`config.mk`:
```
export PLATFORM = sky130hd
export DESIGN_NAME = sdac_cmd_rx
export DESIGN_NICKNAME = d
export VERILOG_FILES = /design/src/rtl/sdac_rx_pkg.sv /design/src/rtl/sdac_pin_sync.sv /design/src/rtl/sdac_frame_rx.sv /design/src/rtl/sdac_cmd_regs.sv /design/src/rtl/sdac_cmd_rx.sv
export SDC_FILE = /design/constraint.sdc
export NUM_CORES = 1
export LEC_CHECK = 0
export BUFFER_PORTS_ARGS = -buffer_cell sky130_fd_sc_hd__buf_4
export CORE_ASPECT_RATIO = 0.9
export CORE_MARGIN = 1
export CORE_UTILIZATION = 29
export CTS_CLUSTER_SIZE = 12
export DETAILED_ROUTE_END_ITERATION = 16
export PLACE_DENSITY = 0.5
export SLEW_MARGIN = 20
export SYNTH_ARGS = -nofsm -noshare
export SYNTH_HDL_FRONTEND = slang
export SYNTH_HIERARCHICAL = 1
export SYNTH_SLANG_ARGS = --single-unit
```
`constraint.sdc`:
```
create_clock -name clk -period 4.6 [get_ports clk]
set_input_delay 0.23 -clock clk [delete_from_list [all_inputs] [get_ports clk]]
set_output_delay 0.23 -clock clk [all_outputs]
set_load 0.02 [all_outputs]
```
`src/rtl/sdac_rx_pkg.sv`:
```
package sdac_rx_pkg;

  localparam int MODE_W = 2;
  localparam int TERM_W = 3;

  typedef enum logic [MODE_W-1:0] {
    MODE_RUN     = 2'b00,
    MODE_PD_LOW  = 2'b01,
    MODE_PD_WEAK = 2'b10,
    MODE_PD_OPEN = 2'b11
  } op_mode_e;

  // One-hot termination select for a mode; zero when running.
  function automatic logic [TERM_W-1:0] term_for(input op_mode_e m);
    logic [TERM_W-1:0] t;
    case (m)
      MODE_PD_LOW:  t = 3'b001;
      MODE_PD_WEAK: t = 3'b010;
      MODE_PD_OPEN: t = 3'b100;
      default:      t = '0;
    endcase
    return t;
  endfunction

  function automatic logic is_powered_down(input op_mode_e m);
    return m != MODE_RUN;
  endfunction

endpackage

```
`src/rtl/sdac_pin_sync.sv`:
```
module sdac_pin_sync #(
  parameter int          N       = 3,
  parameter int          STAGES  = 2,
  parameter logic [N-1:0] RST_VAL = '0
) (
  input  logic         clk,
  input  logic         rst_n,
  input  logic [N-1:0] pin_i,
  output logic [N-1:0] lvl_o,
  output logic [N-1:0] prev_o
);

  // pipe[0..STAGES-1] synchronize, pipe[STAGES] is the delayed copy for edges
  logic [STAGES:0][N-1:0] pipe;

  always_ff @(posedge clk or negedge rst_n) begin
    if (!rst_n) begin
      for (int i = 0; i <= STAGES; i++) pipe[i] <= RST_VAL;
    end else begin
      pipe[0] <= pin_i;
      for (int i = 1; i <= STAGES; i++) pipe[i] <= pipe[i-1];
    end
  end

  assign lvl_o  = pipe[STAGES-1];
  assign prev_o = pipe[STAGES];

endmodule

```
`src/rtl/sdac_frame_rx.sv`:
```
module sdac_frame_rx #(
  parameter int WORD_W = 16,
  localparam int CNT_W = $clog2(WORD_W + 1)
) (
  input  logic              clk,
  input  logic              rst_n,
  input  logic              sync_lvl_i,
  input  logic              sync_prev_i,
  input  logic              sclk_lvl_i,
  input  logic              sclk_prev_i,
  input  logic              din_lvl_i,
  output logic [WORD_W-1:0] word_o,
  output logic              word_stb_o,
  output logic [CNT_W-1:0]  bit_cnt_o,
  output logic              armed_o,
  output logic              sclk_fall_o,
  output logic              abort_o
);

  logic [WORD_W-1:0] shreg_q;
  logic [WORD_W-1:0] word_q;
  logic [CNT_W-1:0]  cnt_q;
  logic              armed_q;
  logic              stb_q;

  logic sync_fall;
  logic sclk_fall;
  logic take_bit;
  logic last_bit;
  logic [WORD_W-1:0] shreg_nxt;

  assign sync_fall = sync_prev_i & ~sync_lvl_i;
  assign sclk_fall = sclk_prev_i & ~sclk_lvl_i;
  assign take_bit  = armed_q & ~sync_lvl_i & sclk_fall;
  assign last_bit  = take_bit & (cnt_q == CNT_W'(WORD_W - 1));
  assign shreg_nxt = {shreg_q[WORD_W-2:0], din_lvl_i};

  always_ff @(posedge clk or negedge rst_n) begin
    if (!rst_n) begin
      shreg_q <= '0;
      cnt_q   <= '0;
      armed_q <= 1'b0;
    end else if (sync_lvl_i) begin
      // strobe high: idle, everything cleared (also discards partial frames)
      shreg_q <= '0;
      cnt_q   <= '0;
      armed_q <= 1'b0;
    end else begin
      if (sync_fall) armed_q <= 1'b1;
      if (take_bit) begin
        shreg_q <= shreg_nxt;
        cnt_q   <= cnt_q + 1'b1;
      end
      if (last_bit) armed_q <= 1'b0;
    end
  end

  always_ff @(posedge clk or negedge rst_n) begin
    if (!rst_n) begin
      word_q <= '0;
      stb_q  <= 1'b0;
    end else begin
      stb_q <= last_bit;
      if (last_bit) word_q <= shreg_nxt;
    end
  end

  assign word_o      = word_q;
  assign word_stb_o  = stb_q;
  assign bit_cnt_o   = cnt_q;
  assign armed_o     = armed_q;
  assign sclk_fall_o = sclk_fall;
  assign abort_o     = armed_q & sync_lvl_i;

endmodule

```
`src/rtl/sdac_cmd_regs.sv`:
```
module sdac_cmd_regs
  import sdac_rx_pkg::*;
#(
  parameter int WORD_W   = 16,
  parameter int CODE_W   = 10,
  parameter int MODE_LSB = 12
) (
  input  logic              clk,
  input  logic              rst_n,
  input  logic [WORD_W-1:0] word_i,
  input  logic              stb_i,
  output logic [CODE_W-1:0] code_o,
  output logic [MODE_W-1:0] mode_o,
  output logic              update_o,
  output logic              pd_o,
  output logic              amp_en_o,
  output logic [TERM_W-1:0] term_o
);

  function automatic op_mode_e field_mode(input logic [WORD_W-1:0] w);
    return op_mode_e'(w[MODE_LSB +: MODE_W]);
  endfunction

  function automatic logic [CODE_W-1:0] field_code(input logic [WORD_W-1:0] w);
    return w[CODE_W-1:0];
  endfunction

  op_mode_e          mode_q;
  logic [CODE_W-1:0] code_q;
  logic              upd_q;
  op_mode_e          new_mode;

  assign new_mode = field_mode(word_i);

  always_ff @(posedge clk or negedge rst_n) begin
    if (!rst_n) begin
      mode_q <= MODE_RUN;
      code_q <= '0;
      upd_q  <= 1'b0;
    end else begin
      upd_q <= stb_i;
      if (stb_i) begin
        mode_q <= new_mode;
        // power-down words leave the stored code untouched
        if (!is_powered_down(new_mode)) code_q <= field_code(word_i);
      end
    end
  end

  always_comb begin
    pd_o     = is_powered_down(mode_q);
    amp_en_o = ~is_powered_down(mode_q);
    term_o   = term_for(mode_q);
  end

  assign code_o   = code_q;
  assign mode_o   = mode_q;
  assign update_o = upd_q;

endmodule

```
`src/rtl/sdac_cmd_rx.sv`:
```
module sdac_cmd_rx #(
  parameter int WORD_W   = 16,
  parameter int CODE_W   = 10,
  parameter int MODE_LSB = 12,
  parameter int SYNC_STG = 2
) (
  input  logic              clk,
  input  logic              rst_n,
  input  logic              sclk_i,
  input  logic              sync_n_i,
  input  logic              din_i,
  output logic [CODE_W-1:0] code_o,
  output logic [1:0]        mode_o,
  output logic              update_o,
  output logic              pd_o,
  output logic              amp_en_o,
  output logic [2:0]        term_o
);

  localparam int CNT_W = $clog2(WORD_W + 1);
  localparam int PIN_N = 3;
  // pin vector order: {sync_n, sclk, din}; strobe and clock idle high
  localparam logic [PIN_N-1:0] PIN_IDLE = 3'b110;

  logic [PIN_N-1:0] pin_lvl;
  logic [PIN_N-1:0] pin_prev;

  logic              sync_lvl;
  logic [WORD_W-1:0] word;
  logic              word_stb;
  logic [CNT_W-1:0]  bit_cnt;
  logic              armed;
  logic              sclk_fall;
  logic              abort_evt;

  sdac_pin_sync #(
    .N       (PIN_N),
    .STAGES  (SYNC_STG),
    .RST_VAL (PIN_IDLE)
  ) u_sync (
    .clk    (clk),
    .rst_n  (rst_n),
    .pin_i  ({sync_n_i, sclk_i, din_i}),
    .lvl_o  (pin_lvl),
    .prev_o (pin_prev)
  );

  assign sync_lvl = pin_lvl[2];

  sdac_frame_rx #(
    .WORD_W (WORD_W)
  ) u_frame (
    .clk         (clk),
    .rst_n       (rst_n),
    .sync_lvl_i  (pin_lvl[2]),
    .sync_prev_i (pin_prev[2]),
    .sclk_lvl_i  (pin_lvl[1]),
    .sclk_prev_i (pin_prev[1]),
    .din_lvl_i   (pin_lvl[0]),
    .word_o      (word),
    .word_stb_o  (word_stb),
    .bit_cnt_o   (bit_cnt),
    .armed_o     (armed),
    .sclk_fall_o (sclk_fall),
    .abort_o     (abort_evt)
  );

  sdac_cmd_regs #(
    .WORD_W   (WORD_W),
    .CODE_W   (CODE_W),
    .MODE_LSB (MODE_LSB)
  ) u_regs (
    .clk      (clk),
    .rst_n    (rst_n),
    .word_i   (word),
    .stb_i    (word_stb),
    .code_o   (code_o),
    .mode_o   (mode_o),
    .update_o (update_o),
    .pd_o     (pd_o),
    .amp_en_o (amp_en_o),
    .term_o   (term_o)
  );

endmodule

```
-- Word level (Yosys, flattened, before mapping)
Cells that the tools add are included.
- add/sub/neg operators: 1
- eq/ne operators: 4
- mux-type cells: 8
- bitwise gates (word level): 9
- reduce and logical (&&, ||, !) cells: 5
- operators with widths (operator ; count):
    two-way mux 13 bit ; 2
    two-way mux 5 bit ; 2
    case mux 3 bit (3 select lines) ; 1
    nonzero test 2 bit ; 3
    adder 5 x 1 -> 5 bit (second input constant) ; 1
    AND 1 bit ; 5
    == test 5 x 4 -> 1 bit (second input constant) ; 1
    == test 2 bit (second input constant) ; 2
    NOT 1 bit ; 4
    two-way mux 1 bit ; 3
    nonzero test 3 bit ; 1
    == test 2 x 1 -> 1 bit (second input constant) ; 1
    AND reduction 2 bit ; 1
- register bits: 56
- logic and storage cells: 38

-- Longest topological paths before layout
- depth in word-level cells: 6
- gate-level depth with buffers: 7
- mapped depth without buffers: 5

-- Hierarchy
The synthesis kept the hierarchy.
- by module, submodules not included (module ; instances ; cells each ; area each (um^2) ; seq. area each (um^2)):
    sdac_frame_rx ; 1 ; 131 ; 1630.3 ; 950.9
    sdac_cmd_regs ; 1 ; 32 ; 510.5 ; 325.3
    sdac_pin_sync ; 1 ; 15 ; 277.8 ; 232.7

-- Worst setup path before layout
OpenSTA, ideal clock, no wires.
- path type: reg2reg
- start: reg u_frame.cnt_q[0], in the netlist u_frame/bit_cnt_o[0]
- end: reg u_frame.word_q[10], in the netlist u_frame/word_o[10]
- library setup time: 125 ps
- data arrival time: 1599 ps
- data required time: 4475 ps
- slack: 2876 ps
- stages on the path, launching flop included: 8
- path buffers: 2
- period minus slack after synthesis: 1724 ps
- cells stage by stage: dfrtp_1 ha_1 and3_1 ha_1 nor3b_2 buf_6 buf_12 mux2_4
- word-level cells in the longest chain between the ends: 2
- ends and longest elaborated chain (element ; RTL line ; source):
    start, declared ; sdac_frame_rx.sv:22 ; logic [CNT_W-1:0] cnt_q;
    start signal, assigned ; sdac_frame_rx.sv:52 ; cnt_q <= cnt_q + 1'b1;
    == test 5 x 4 -> 1 bit ; sdac_frame_rx.sv:35 ; assign last_bit = take_bit & (cnt_q == CNT_W'(WORD_W - 1));
    AND 1 bit ; sdac_frame_rx.sv:35 ;
    via u_frame.last_bit ; sdac_frame_rx.sv:29 ; logic last_bit;
    end signal, assigned ; sdac_frame_rx.sv:64 ; if (last_bit) word_q <= shreg_nxt;
    end, declared ; sdac_frame_rx.sv:21 ; logic [WORD_W-1:0] word_q;
The timed path passes the listed nets, and every way through them passes these cells.
A chain may end at the register's enable or synchronous reset.

-- Final worst setup path
- start: reg u_sync.pipe (netlist bit u_sync/lvl_o[2])
- end: reg u_frame.cnt_q[3], in the netlist u_frame/bit_cnt_o[3]
- word-level cells in the longest chain between the ends: 4
- elaborated cells on any way between the ends: 5
- ends and longest elaborated chain (element ; RTL line ; source):
    start, declared ; sdac_pin_sync.sv:14 ; logic [STAGES:0][N-1:0] pipe;
    NOT 1 bit ; sdac_frame_rx.sv:34 ; assign take_bit = armed_q & ~sync_lvl_i & sclk_fall;
    AND 1 bit (2 in series) ; sdac_frame_rx.sv:34 ;
    nonzero test 2 bit (no source line) ; n/a ;
Several ways; a longest one is shown, not always the timed one.

==> impl_metrics.py <==
metrics = {
    "run_status": {
        "run_status": "finished, final reports clean",
    },
    "detailed_routing": {
        "first_iter_violations": 40,
        "route.final.wire_length_um": 3090,
        "wire_length_per_cell_um": 11.5,
        "drt-pass1-iter-count": 4,
        "route.antenna.remaining_nets": 0,
        "route.vias.total": 1130,
        "avgViaCountPerCell": 4.20,
        "drc": 0,
    },
    "power_and_ir_drop": {
        "worst_ir_drop_vdd_mv": 0.146,
        "proportion_of_total_power_due_to_net_switching_pct": 19.6,
        "total_switching_power_mw": 0.160,
        "power_density_nw_per_um2": 333,
        "power.clock.fraction_pct": 39.3,
        "p_leak_nw": 1.19,
        "comb_power_share_pct": 2.2,
        "intPower_mw": 0.657,
        "pwr-share-seq_pct": 58.5,
    },
    "timing": {
        "final_hold_viol_count": 0,
        "final.period_utilization_pct": 41.0,
        "tns_ps": 0,
        "finalSetupViolations": 0,
        "worst-slew-pin-transition_ps": 958,
        "rsz_0062_raised_after_global_routing": "no",
        "slew_headroom_pct": 36.1,
        "post_layout_min_period_ps": 1880,
        "postLayoutSetupSlackWorst_ps": 2720,
        "clk_skew_ps": 4.99,
        "achievable-frequency_mhz": 531,
        "final_max_slew_viol_count": 0,
        "hold_ws_ps": 29.7,
    },
    "floorplan": {
        "rows": 29,
        "die-height_um": 83.6,
        "io-pin-count": 23,
        "die_area_um2": 7740,
        "initial_core_utilization_pct": 30.1,
        "die_x_um": 92.6,
        "core_area_um2": 7110,
    },
    "layout": {
        "post_route_cells_drive_above_1_share_pct": 35.8,
        "fin_area_um2": 2450,
        "fillerInstances": 705,
        "multiInputGateArea_um2": 696,
        "sequential_cell_area_um2": 1330,
        "instances_no_fill": 269,
        "final_nets": 182,
        "insertedDiodeCount": 0,
        "areaGrowthSynthToFinish_pct": 14.4,
    },
    "global_route": {
        "grt_pass1_vias": 1134,
        "initial_antenna_violation_count": 0,
        "global_route.overflow_total": 0,
        "first_pass_grt_wire_length_um": 5420,
        "pin_count_of_the_biggest_net_entering_global_routing": 54,
        "track_usage_pct": 9.07,
    },
    "placed_design": {
        "hpwl_detailed_um": 1900,
        "placed_cell_area_um2": 2330,
        "globalplace.congestion": 0.636,
        "dpl_worst_slack_ps": 2700,
        "place.port_buffers": 22,
        "place_inst": 260,
    },
    "worst_setup_path": {
        "setup.worst_path.end_class": "flop",
        "crit_required_ps": 4790,
        "critical_path.startpoint_type": "flop",
        "crit_fanout": 32,
        "worst-endpoint-arrival_ps": 2070,
        "setup.worst_path.class": "flop to flop",
    },
    "clock_network": {
        "clock-root-buffer": "clkbuf_8",
        "htree_levels": 2,
        "clock_tree.buffer_depth": 2,
        "clkSinkCount": 53,
        "tritoncts.num_buffers": 5,
        "worst_skew_pair.late_latency_ps": 300,
        "cts_tree": "built",
        "clock_transition_at_path_regs_ps": 90,
    },
    "synthesis": {
        "synth.cell_area_um2": 2140,
        "synthesis.area_per_instance_um2": 13.6,
        "synthesis.yosys.warnings": 6,
        "synthesis.instances": 158,
        "synth.net_count": 165,
    },
    "hold_path": {
        "min-delay-path-class": "input port to flop",
    },
    "job": {
        "timing.max_cap.violations": 0,
    },
}
## layout make-up
cell class,instances,area share (%)
well taps,93,4.74
multi-input cells,89,28.4
clock buffers,7,3.52
inverters,2,0.306
flip-flops and latches,53,54.4
clock inverters,1,1.22
repair buffers,24,7.45
## metal layers
layer	share of wire, %	track usage (%)	vias to the layer above	routed length (um)
met2	42	13.5	22	1290
met5	0	0	-	0
met3	4.1	3.01	5	126
met4	1.5	4.20	0	46
li1	-	-	554	-
met1	53	11.9	549	1620
## state kept, by name, indices dropped and copies added (netlist names)
signal and count:
u_frame/word_stb_o 1, u_sync/lvl_o 3, u_regs/mode_o 2, u_regs/update_o 1, u_frame/bit_cnt_o 5, u_frame/shreg_q 13
u_regs/code_o 10, u_frame/armed_o 1, u_sync/prev_o 2, u_sync/pipe 3, u_frame/word_o 12
## critical path, cell delays in order (launching register included)
cell      delay, ps
dfstp_2         470
and4bb_1        940
nand4_1         200
mux2i_1         150
## path summary, 6_finish.rpt
path | cells past startpoint | slack [ps] | endpoint | from
setup reg to reg | 3 | 2720 | u_frame/bit_cnt_o[3] | u_sync/lvl_o[2]
min in group asynchronous | 2 | 500 | u_regs/mode_o[1] | rst_n
hold reg to reg | 0 | 350 | u_sync/lvl_o[0] | u_sync/pipe[0]
hold / removal | 1 | 30 | u_sync/pipe[2] | sync_n_i
setup / recovery | 3 | 2720 | u_frame/bit_cnt_o[3] | u_sync/lvl_o[2]
max in group asynchronous | 2 | 3660 | u_frame/word_o[9] | rst_n
## cells in the final DEF, fill, tap and decap left out, types with 3 or more instances in the layout
| master | instances |
|---|---|
| dfrtp_1 | 47 |
| buf_4 | 23 |
| mux2_2 | 17 |
| nand2b_1 | 17 |
| nand2_1 | 15 |
| o21ai_0 | 10 |
| mux2_4 | 7 |
| clkbuf_8 | 6 |
| dfstp_2 | 6 |
| o21ai_1 | 4 |
| nor2_1 | 3 |
## stage by stage
stage / power (mW) / utilization, %
CTS: 0.833 / 34.5
floorplan: 0.495 / -
finish: 0.817 / 34.5
detailed placement: 0.506 / 32.7
global route: 0.857 / 34.5
global placement: 0.505 / 32.7
## power groups by stage
stage / registers (mW) / clock network, mW / logic, mW
global route: 0.479 / 0.357 / 0.0214
global placement: 0.487 / 0 / 0.0185
floorplan: 0.484 / 0 / 0.0115
detailed placement: 0.487 / 0 / 0.0187
finish: 0.478 / 0.321 / 0.0182
CTS: 0.478 / 0.336 / 0.0194
## timing repair
item                                    4_1_cts  5_1_grt
setup buffers                                 0        0
endpoints found under the hold margin        47        0
endpoints found under the setup margin        0        0
hold buffers                                  1        0
resized for setup                             0        0
Power figures use the tool's default switching activity.
